[config.mk]
export PLATFORM = sky130hd
export DESIGN_NAME = serreg_slave
export DESIGN_NICKNAME = d
export VERILOG_FILES = /design/src/rtl/serreg_pkg.sv /design/src/rtl/serreg_sync.sv /design/src/rtl/serreg_regfile.sv /design/src/rtl/serreg_fsm.sv /design/src/rtl/serreg_slave.sv
export SDC_FILE = /design/constraint.sdc
export NUM_CORES = 1
export LEC_CHECK = 0
export CAP_MARGIN = 20
export CORE_UTILIZATION = 25
export DETAILED_ROUTE_END_ITERATION = 8
export DONT_BUFFER_PORTS = 1
export PLACE_DENSITY = 0.42
export SETUP_SLACK_MARGIN = 0.15
export SLEW_MARGIN = 30
export SYNTH_ARGS = -nofsm -noshare
export SYNTH_HDL_FRONTEND = slang
export SYNTH_SLANG_ARGS = --single-unit
[constraint.sdc]
create_clock -name clk -period 4.25 [get_ports clk]
set_clock_uncertainty 0.15 [all_clocks]
set_input_delay 0.6375 -clock clk [delete_from_list [all_inputs] [get_ports clk]]
set_output_delay 0.6375 -clock clk [all_outputs]
set_load 0.02 [all_outputs]
[src/rtl/serreg_pkg.sv]
package serreg_pkg;
    localparam int NREG = 7;
    localparam logic [6:0] DEV_ADDR_DEF = 7'h6A;

    typedef enum logic [3:0] {
        S_IDLE, S_ADDR, S_AACK, S_PTR, S_PACK,
        S_WDAT, S_WACK, S_RDAT, S_MACK
    } st_e;

    function automatic logic [7:0] reset_val(input int idx);
        case (idx)
            2:       return 8'h8F;
            3:       return 8'hF8;
            6:       return 8'hE0;
            default: return 8'h00;
        endcase
    endfunction
endpackage

[src/rtl/serreg_sync.sv]
module serreg_sync #(
    parameter int STAGES = 2
) (
    input  logic clk,
    input  logic rst_n,
    input  logic scl_in,
    input  logic sda_in,
    output logic scl_s,
    output logic sda_s,
    output logic scl_rise,
    output logic scl_fall,
    output logic start_det,
    output logic stop_det
);
    logic [STAGES-1:0] scl_p, sda_p;
    logic scl_d, sda_d;

    always_ff @(posedge clk or negedge rst_n) begin
        if (!rst_n) begin
            scl_p <= '1;
            sda_p <= '1;
            scl_d <= 1'b1;
            sda_d <= 1'b1;
        end else begin
            scl_p <= {scl_p[STAGES-2:0], scl_in};
            sda_p <= {sda_p[STAGES-2:0], sda_in};
            scl_d <= scl_p[STAGES-1];
            sda_d <= sda_p[STAGES-1];
        end
    end

    assign scl_s     = scl_p[STAGES-1];
    assign sda_s     = sda_p[STAGES-1];
    assign scl_rise  = scl_s & ~scl_d;
    assign scl_fall  = ~scl_s & scl_d;
    assign start_det = scl_s & scl_d & sda_d & ~sda_s;
    assign stop_det  = scl_s & scl_d & ~sda_d & sda_s;
endmodule

[src/rtl/serreg_regfile.sv]
module serreg_regfile
    import serreg_pkg::*;
(
    input  logic              clk,
    input  logic              rst_n,
    input  logic              wr_en,
    input  logic [7:0]        wr_addr,
    input  logic [7:0]        wr_data,
    input  logic [7:0]        rd_addr,
    input  logic [3:0]        live_stat,
    output logic [7:0]        rd_data,
    output logic [NREG*8-1:0] view
);
    logic [NREG*8-1:0] store;

    for (genvar g = 0; g < NREG; g++) begin : g_reg
        always_ff @(posedge clk or negedge rst_n) begin
            if (!rst_n)
                store[g*8 +: 8] <= reset_val(g);
            else if (wr_en && wr_addr == 8'(g))
                store[g*8 +: 8] <= wr_data;
        end
    end

    always_comb begin
        view       = store;
        view[7:4]  = live_stat;
        rd_data    = 8'hFF;
        if (rd_addr < 8'(NREG))
            rd_data = view[rd_addr*8 +: 8];
    end

    AST_UNMAPPED_WR: assert property (@(posedge clk) disable iff (!rst_n)
        (wr_en && wr_addr >= 8'(NREG)) |=> $stable(store));
endmodule

[src/rtl/serreg_fsm.sv]
module serreg_fsm
    import serreg_pkg::*;
#(
    parameter int         TMO_CYC  = 25000,
    parameter logic [6:0] DEV_ADDR = DEV_ADDR_DEF
) (
    input  logic       clk,
    input  logic       rst_n,
    input  logic       scl_s,
    input  logic       sda_s,
    input  logic       scl_rise,
    input  logic       scl_fall,
    input  logic       start_det,
    input  logic       stop_det,
    input  logic [7:0] rd_data,
    output logic [7:0] ptr,
    output logic       wr_en,
    output logic [7:0] wr_data,
    output logic       sda_oe
);
    localparam int TW = $clog2(TMO_CYC + 1);

    st_e           state, nxt;
    logic [3:0]    cnt;
    logic [7:0]    sh, tx;
    logic          rw, nack_r;
    logic          tmo_act, tmo_fire;
    logic [TW-1:0] tmo_cnt;

    assign tmo_fire = tmo_act && (tmo_cnt == TW'(TMO_CYC - 1));

    always_comb begin
        nxt = state;
        if (start_det)
            nxt = S_ADDR;
        else if (stop_det || tmo_fire)
            nxt = S_IDLE;
        else if (scl_fall) begin
            unique case (state)
                S_IDLE: nxt = S_IDLE;
                S_ADDR: if (cnt == 4'd8) nxt = (sh[7:1] == DEV_ADDR) ? S_AACK : S_IDLE;
                S_AACK: nxt = rw ? S_RDAT : S_PTR;
                S_PTR:  if (cnt == 4'd8) nxt = S_PACK;
                S_PACK: nxt = S_WDAT;
                S_WDAT: if (cnt == 4'd8) nxt = S_WACK;
                S_WACK: nxt = S_WDAT;
                S_RDAT: if (cnt == 4'd7) nxt = S_MACK;
                S_MACK: nxt = nack_r ? S_IDLE : S_RDAT;
                default: nxt = S_IDLE;
            endcase
        end
    end

    always_ff @(posedge clk or negedge rst_n) begin
        if (!rst_n) begin
            state   <= S_IDLE;
            cnt     <= '0;
            sh      <= '0;
            tx      <= '1;
            rw      <= 1'b0;
            nack_r  <= 1'b1;
            ptr     <= '0;
            wr_en   <= 1'b0;
            wr_data <= '0;
            tmo_act <= 1'b0;
            tmo_cnt <= '0;
        end else begin
            state <= nxt;
            wr_en <= 1'b0;
            if (start_det) begin
                tmo_act <= 1'b1;
                tmo_cnt <= '0;
            end else if (stop_det || tmo_fire) begin
                tmo_act <= 1'b0;
            end else if (tmo_act) begin
                tmo_cnt <= tmo_cnt + 1'b1;
            end

            if (start_det) begin
                cnt <= '0;
            end else if (!tmo_fire && !stop_det) begin
                if (scl_rise && (state == S_ADDR || state == S_PTR || state == S_WDAT)) begin
                    sh  <= {sh[6:0], sda_s};
                    cnt <= cnt + 1'b1;
                end else if (scl_rise && state == S_MACK) begin
                    nack_r <= sda_s;
                end else if (scl_fall) begin
                    case (state)
                        S_ADDR: if (cnt == 4'd8) begin rw <= sh[0]; cnt <= '0; end
                        S_AACK: if (rw) begin tx <= rd_data; cnt <= '0; end
                        S_PTR:  if (cnt == 4'd8) begin ptr <= sh; cnt <= '0; end
                        S_WDAT: if (cnt == 4'd8) begin
                                    wr_en   <= 1'b1;
                                    wr_data <= sh;
                                    cnt     <= '0;
                                end
                        S_WACK: ptr <= ptr + 1'b1;
                        S_RDAT: if (cnt == 4'd7) begin
                                    ptr <= ptr + 1'b1;
                                    cnt <= '0;
                                end else begin
                                    tx  <= {tx[6:0], 1'b1};
                                    cnt <= cnt + 1'b1;
                                end
                        S_MACK: if (!nack_r) tx <= rd_data;
                        default: ;
                    endcase
                end
            end
        end
    end

    always_comb begin
        unique case (state)
            S_AACK, S_PACK, S_WACK: sda_oe = 1'b1;
            S_RDAT:                 sda_oe = ~tx[7];
            default:                sda_oe = 1'b0;
        endcase
    end

    AST_ADDR_MISS: assert property (@(posedge clk) disable iff (!rst_n)
        (state == S_ADDR && scl_fall && cnt == 4'd8 && sh[7:1] != DEV_ADDR && !tmo_fire)
        |=> state == S_IDLE);
    AST_OE_STEADY_HIGH: assert property (@(posedge clk) disable iff (!rst_n)
        (scl_s && $past(scl_s) && !$past(start_det) && !$past(stop_det) && !$past(tmo_fire))
        |-> $stable(sda_oe));
    AST_PTR_STEP: assert property (@(posedge clk) disable iff (!rst_n)
        (state == S_WACK && scl_fall && !start_det && !tmo_fire)
        |=> ptr == $past(ptr) + 8'd1);
    AST_TMO_IDLE: assert property (@(posedge clk) disable iff (!rst_n)
        (tmo_fire && !start_det) |=> state == S_IDLE);
    AST_STOP_IDLE: assert property (@(posedge clk) disable iff (!rst_n)
        stop_det |=> (state == S_IDLE && !tmo_act));
endmodule

[src/rtl/serreg_slave.sv]
module serreg_slave
    import serreg_pkg::*;
#(
    parameter int         TMO_CYC  = 25000,
    parameter logic [6:0] DEV_ADDR = DEV_ADDR_DEF
) (
    input  logic              clk,
    input  logic              rst_n,
    input  logic              scl_in,
    input  logic              sda_in,
    output logic              sda_oe,
    input  logic [3:0]        live_stat,
    output logic [NREG*8-1:0] reg_q
);
    logic       scl_s, sda_s, scl_rise, scl_fall, start_det, stop_det;
    logic [7:0] ptr, wr_data, rd_data;
    logic       wr_en;

    serreg_sync #(.STAGES(2)) u_sync (
        .clk(clk), .rst_n(rst_n), .scl_in(scl_in), .sda_in(sda_in),
        .scl_s(scl_s), .sda_s(sda_s), .scl_rise(scl_rise), .scl_fall(scl_fall),
        .start_det(start_det), .stop_det(stop_det)
    );

    serreg_fsm #(.TMO_CYC(TMO_CYC), .DEV_ADDR(DEV_ADDR)) u_fsm (
        .clk(clk), .rst_n(rst_n), .scl_s(scl_s), .sda_s(sda_s),
        .scl_rise(scl_rise), .scl_fall(scl_fall), .start_det(start_det),
        .stop_det(stop_det), .rd_data(rd_data), .ptr(ptr), .wr_en(wr_en),
        .wr_data(wr_data), .sda_oe(sda_oe)
    );

    serreg_regfile u_rf (
        .clk(clk), .rst_n(rst_n), .wr_en(wr_en), .wr_addr(ptr), .wr_data(wr_data),
        .rd_addr(ptr), .live_stat(live_stat), .rd_data(rd_data), .view(reg_q)
    );
endmodule

==> results by group, run 1 <==
Outcome
  • Status: complete, but fails checks
  • Failing checks: negative hold slack

Clocking
  • Root Buffer: clkbuf_16
  • CTS Sinks: 117
  • Post-CTS Setup Bufs: 0
  • CTS tree: done
  • H-Tree Depth: 4
  • Maximum buffer depth of the clock tree: 2
  • Clk Latency, worst-skew pair: 0.41 ns
  • Clock transition at path regs: 0.06 ns
  • TritonCTS buffer count: 17

Critical path
  • Setup crit start: u_fsm.tmo_cnt[3]
  • CP cell instances: or4b_4, o41ai_2, nand3b_4, mux2_2
  • Crit start category: flop
  • CP peak stage delay: 0.64 ns
  • Data required, critical path: 4.39 ns
  • Top Family by Delay on Critical Path: simple AND/OR/NAND/NOR gates
  • Crit path buffers/inverters: 0
  • Critical path arrival: 2.74 ns
  • Crit. End Element: flop
  • Crit Path Category: reg2reg
  • Critical path fanouts, max: 9
  • Worst r2r src: u_fsm.tmo_cnt[3]
  • Worst path slowest cell: o41ai_2

Timing
  • Setup tns final: 0 ns
  • Slew @ Worst Pin: 0.866 ns
  • Setup-failing EPs final: 0
  • Final critical-path share of the clock period: 61.1%
  • Final Hold Vio Count: 10
  • Fmax: 385 MHz
  • Unrepaired setup endpoints after global routing: no
  • Max-slew violation count: 0
  • Slew margin rel.: 42.3%
  • Hold WS: -0.00383 ns
  • Minimum clock period: 2.60 ns

Power and ir drop
  • Part of the power in combinational logic: 22.4%
  • Switching power: 1.35 mW
  • Pleak: 2.96 nW
  • PD cells: 555 mW/mm²
  • Clock power frac: 36.8%
  • Internal power: 2.44 mW
  • Max IR drop VDD: 259 µV
  • Sw frac: 35.7%
  • Seq pwr share: 40.8%
  • Total Power: 3.79 mW

Synth
  • Avg Cell Area, Syn: 11.5 µm²
  • Post-synthesis mux area share: 17.5%
  • Yosys warns: 0
  • Mapped Nets: 532
  • Post-synthesis sequential area ratio: 49.9%
  • Synth Area in Compound Gates: 10.4%
  • Synthesis-stage register bit count: 117
  • Simple-Gate Fraction of Synth Area: 15.9%
  • Post-synth top area cell: dfrtp_1
  • Synth async-reset ratio: 100%
  • Synth Area in XOR/XNOR: 1.77%
  • Mapped cell area: 0.00594 mm²
  • Netlist cell types: 64
  • Mapped Cells: 517
  • Post-Synth Adder-Cell Area: 1.47%
  • Main combinational cell family by area after synthesis: multiplexers
  • Post-synth EDFFs: 0
  • Synth area leaders: dfrtp_1, dfstp_2, mux2_2
  • Top-area cell type share of the netlist area: 37.5%
  • Dominant synthesized flop cell: dfrtp_1

Routing
  • DRT Wirelength: 15000 µm
  • DR pass1 iterations: 5
  • Drt drc: 0
  • Via/cell ratio: 4.80
  • Vias: 4061
  • Iter 0 DRT Violations: 249
  • DRT antenna net count: 0
  • DR WL/cell: 17.7 µm

GRT
  • First-pass GRT wire length: 23900 µm
  • Largest net degree at the start of global routing: 118
  • Vias in the first global route: 4166
  • Grt total ovfl: 0
  • Initial antenna violation count: 0
  • GRT Total Usage: 13.0%

Final layout
  • Area Overhead vs Synth: 15.0%
  • Antenna diodes: 0
  • Layout cells sized above 1: 28.7%
  • NumNets Final: 529

Worst hold path
  • Min-Delay Path Class: in2async

Floorplanning
  • Die Area: 0.0244 mm²
  • Die Wd: 156 µm
  • Row count: 56
  • Initial cell density of the core: 25.4%
  • # IOs: 65
  • Core footprint: 0.0234 mm²
  • Chip Height: 156 µm

Flow run
  • Max-cap viol count: 0

Placed design
  • Gp weighted congestion: 0.742
  • # port buffers: 0
  • HPWL Detailed: 10100 µm
-- Yosys cell counts (3+ instances only) --
cell,instances
o31ai_1,8
and3_1,8
dfstp_2,28
nor3b_1,3
inv_1,11
mux2_4,9
and4bb_2,3
o21ai_0,11
mux2i_1,16
clkbuf_1,14
nand3_1,13
mux2_2,59
a211oi_1,15
nand2_2,3
or4_1,3
xnor2_1,12
nor2_1,35
nand2_1,47
ha_1,7
mux2_1,3
and4b_1,4
a21oi_1,21
buf_4,4
buf_6,4
o211ai_1,8
nor4_1,4
nand4_1,4
o22ai_1,5
nor2b_1,10
nand2b_1,6
nor4b_1,5
nand3b_1,4
dfrtp_1,89
-- cell families (layout without fill, tap and decap cells) --
| family | count (synthesis) | count (layout) |
|---|---|---|
| simple gates | 165 | 165 |
| flops | 117 | 117 |
| compound gates | 90 | 90 |
| mux | 89 | 89 |
| buf+inv | 37 | 47 |
| xor+xnor | 12 | 12 |
| fa+ha+maj | 7 | 7 |
-- registers in the layout (all words and copies together), names as in the netlist, 2 cells and up --
| name | count |
|---|---|
| u_fsm.cnt | 4 |
| u_rf.view | 52 |
| u_fsm.state | 4 |
| u_fsm.sh | 8 |
| u_fsm.ptr | 8 |
| u_sync.scl_p | 2 |
| u_fsm.wr_data | 8 |
| u_fsm.tmo_cnt | 15 |
| u_sync.sda_p | 2 |
| u_fsm.tx | 8 |
-- cells in the final DEF, fill, tap and decap left out, types with 7 or more instances in the layout --
master	synthesis	layout
o31ai_1	8	8
a211oi_1	15	15
xnor2_1	12	12
nor2b_1	10	10
mux2_4	9	9
and3_1	8	8
mux2_2	59	59
clkbuf_16	0	17
inv_1	11	11
nor2_1	35	35
ha_1	7	7
dfstp_2	28	28
nand2_1	47	47
dfrtp_1	89	89
o21ai_0	11	11
a21oi_1	21	21
o211ai_1	8	8
mux2i_1	16	16
nand3_1	13	13
-- layer usage --
metal  up-vias  wire length, µm  global-route usage [%]
met2        98             7090                    20.9
met4         0              212                    4.95
met3        15              801                    3.50
met5         -                0                       0
li1       1902                -                       -
met1      2046             6870                    16.6
-- timing repair --
item,in CTS,in global routing
hold buffers,1,0
endpoints found under the setup margin,0,0
gates resized for setup,0,0
endpoints found under the hold margin,117,0
-- cell type report --
class / instances / area (µm²)
inverter: 11 / 41.3
clock inverter: 15 / 161
multi-input combinational: 363 / 2790
sequential: 117 / 2960
clock buffer: 17 / 425
tap: 319 / 399
timing repair buffer: 4 / 50.0
fill: 2458 / 16600
-- stage by stage --
step | setup slack (ns) | util, % | instance area [µm²] | cells
floorplan | 1.95 | - | 5940 | 517
global placement | 1.68 | 26.6 | 6220 | 813
detailed placement | 1.67 | 26.6 | 6220 | 813
CTS | 1.59 | 29.2 | 6830 | 846
global route | 1.48 | 29.2 | 6830 | 846
finish | 1.65 | 29.2 | 6830 | 846
-- final timing paths --
| kind | to | slack [ns] | cells past startpoint |
|---|---|---|---|
| max | u_fsm.wr_data[7] | 1.65 | 4 |
| min | u_rf.view[42] | -0.004 | 1 |
| max reg2reg | u_fsm.wr_data[7] | 1.65 | 4 |
| min reg2reg | u_sync.scl_p[1] | 0.21 | 0 |
| max in group asynchronous | u_fsm.tmo_cnt[1] | 3.44 | 1 |
| min in group clk | u_sync.sda_p[0] | 0.07 | 0 |
-- worst register-to-register path, cell delays in order, from the launching register on --
cell      delay [ns]
dfrtp_1         0.42
or4b_4          0.58
o41ai_2         0.64
nand3b_4        0.34
mux2_2          0.35
-- power by group through the flow --
stage,Combinational (mW),Clock (mW),Sequential [mW]
6_report,0.849,1.40,1.55
5_1_grt,0.953,1.49,1.58
4_1_cts,0.856,1.44,1.55
3_5_place_dp,0.826,0,1.56
3_3_place_gp,0.823,0,1.56
2_1_floorplan,0.762,0,1.41
Note: power is estimated with default switching activity, not from simulation.
==> run 2, diff against run 1 <==
- clock period: 4.25 -> 2.62 ns (I/O delays scaled with it)
==> results by group, run 2 (same netlist as run 1, synthesis figures left out) <==
Timing
  • Final Hold Vio Count: 117
  • Max-slew violation count: 0
  • Setup tns final: 0 ns
  • Slew margin rel.: 58.2%
  • Fmax: 415 MHz
  • Minimum clock period: 2.41 ns
  • Unrepaired setup endpoints after global routing: yes
  • Setup-failing EPs final: 0
  • Hold WS: -0.482 ns
  • Final critical-path share of the clock period: 92.0%
  • Slew @ Worst Pin: 0.619 ns

Power and ir drop
  • Internal power: 4.23 mW
  • Sw frac: 34.3%
  • Switching power: 2.20 mW
  • PD cells: 919 mW/mm²
  • Part of the power in combinational logic: 25.0%
  • Seq pwr share: 37.2%
  • Max IR drop VDD: 437 µV
  • Pleak: 3.06 nW
  • Clock power frac: 37.8%

Routing
  • DRT antenna net count: 0
  • Drt drc: 0
  • Iter 0 DRT Violations: 183
  • Vias: 4116
  • DR WL/cell: 18.2 µm
  • Via/cell ratio: 4.77
  • DR pass1 iterations: 4
  • DRT Wirelength: 15700 µm

GRT
  • Vias in the first global route: 4292
  • Largest net degree at the start of global routing: 118
  • GRT Total Usage: 13.6%
  • First-pass GRT wire length: 25100 µm
  • Grt total ovfl: 0
  • Initial antenna violation count: 0

Clocking
  • H-Tree Depth: 4
  • Maximum buffer depth of the clock tree: 2
  • Clock transition at path regs: 0.06 ns
  • Hold bufs inserted after CTS: 2
  • TritonCTS buffer count: 17
  • CTS Sinks: 117
  • Root Buffer: clkbuf_16
  • Clk Latency, worst-skew pair: 0.42 ns
  • CTS tree: done

Final layout
  • Layout cells sized above 1: 31.4%
  • Antenna diodes: 0
  • Commonest non-fill, non-tap cell in the layout: dfrtp_1
  • Area Overhead vs Synth: 17.7%
  • Commonest non-fill, non-tap cells in the layout: dfrtp_1, mux2_2, nand2_1
  • NumNets Final: 546
  • Max reg flops: 52

Critical path
  • Crit. End Element: flop
  • Data required, critical path: 2.77 ns
  • Critical path fanouts, max: 9
  • CP cell instances: or4b_4, o41ai_4, buf_4, nand3b_4, mux2_2
  • Worst path slowest cell: or4b_4
  • Crit path buffers/inverters: 1
  • CP peak stage delay: 0.60 ns
  • Critical path arrival: 2.56 ns
  • Top Family by Delay on Critical Path: simple AND/OR/NAND/NOR gates
  • Crit Path Category: reg2reg
  • Crit start category: flop

Floorplanning
  • Core footprint: 0.0234 mm²
  • Row count: 56
  • Die Area: 0.0244 mm²
  • Die Wd: 156 µm
  • Initial cell density of the core: 25.4%
  • # IOs: 65
  • Chip Height: 156 µm

Placed design
  • HPWL Detailed: 10900 µm
  • # port buffers: 0
  • Gp weighted congestion: 0.769

Outcome
  • Status: complete, but fails checks
  • Failing checks: negative hold slack

Worst hold path
  • Min-Delay Path Class: in2async

Flow run
  • Max-cap viol count: 0
run 2: cell type report:
class,count,area [µm²]
fillers,2436,16400
flip-flops and latches,117,2960
multi-input cells,363,2830
clock buffers,17,425
well taps,319,399
clock inverters,15,180
repair buffers,21,163
inverters,11,41.3
run 2: worst register-to-register path, stage by stage (launching register included):
cell and delay, ns:
dfrtp_1 0.42, or4b_4 0.60, o41ai_4 0.36, buf_4 0.19, nand3b_4 0.20, mux2_2 0.35
run 2: final timing paths:
kind | slack, ns | startpoint | end | depth (start not counted)
setup / recovery | 0.21 | u_fsm.tmo_cnt[3] | u_fsm.wr_data[7] | 5
hold / removal | -0.48 | rst_n | u_rf.view[11] | 0
setup reg to reg | 0.21 | u_fsm.tmo_cnt[3] | u_fsm.wr_data[7] | 5
hold reg to reg | 0.21 | u_sync.sda_p[0] | u_sync.sda_p[1] | 0
max in group asynchronous | 2.53 | rst_n | u_sync.sda_p[1] | 0
min in group clk | 0.21 | u_sync.sda_p[0] | u_sync.sda_p[1] | 0
run 2: power by group through the flow:
stage          Combinational, mW  Sequential [mW]  Clock [mW]
2_1_floorplan               1.24             2.29           0
3_3_place_gp                1.60             2.41           0
3_5_place_dp                1.60             2.42           0
4_1_cts                     1.61             2.39        2.49
5_1_grt                     1.79             2.44        2.56
6_report                    1.61             2.39        2.43
run 2: metal layers:
metal	routed length, µm	GRT usage (%)	share of wire, %
met5	0	0	0
met4	229	4.90	1.5
met3	881	3.72	5.6
met2	7590	22.0	48
met1	7010	17.4	45
run 2: repair_timing:
item / 4_1_cts / 5_1_grt
resized for setup: 0 / 7
hold endpoints to repair: 119 / 117
endpoints found under the setup margin: 0 / 20
setup buffers: 0 / 1
run 2: through the flow:
| step | std cells | setup WS [ns] | total power, mW | utilization [%] | cell area, µm² |
|---|---|---|---|---|---|
| after floorplan | 517 | 0.318 | 3.52 | - | 5940 |
| after global placement | 828 | 0.254 | 4.01 | 27.1 | 6330 |
| after detailed placement | 828 | 0.241 | 4.02 | 27.1 | 6330 |
| after CTS | 862 | 0.197 | 6.49 | 29.7 | 6960 |
| after global routing | 863 | 0.133 | 6.79 | 29.9 | 7000 |
| final | 863 | 0.209 | 6.43 | 29.9 | 7000 |
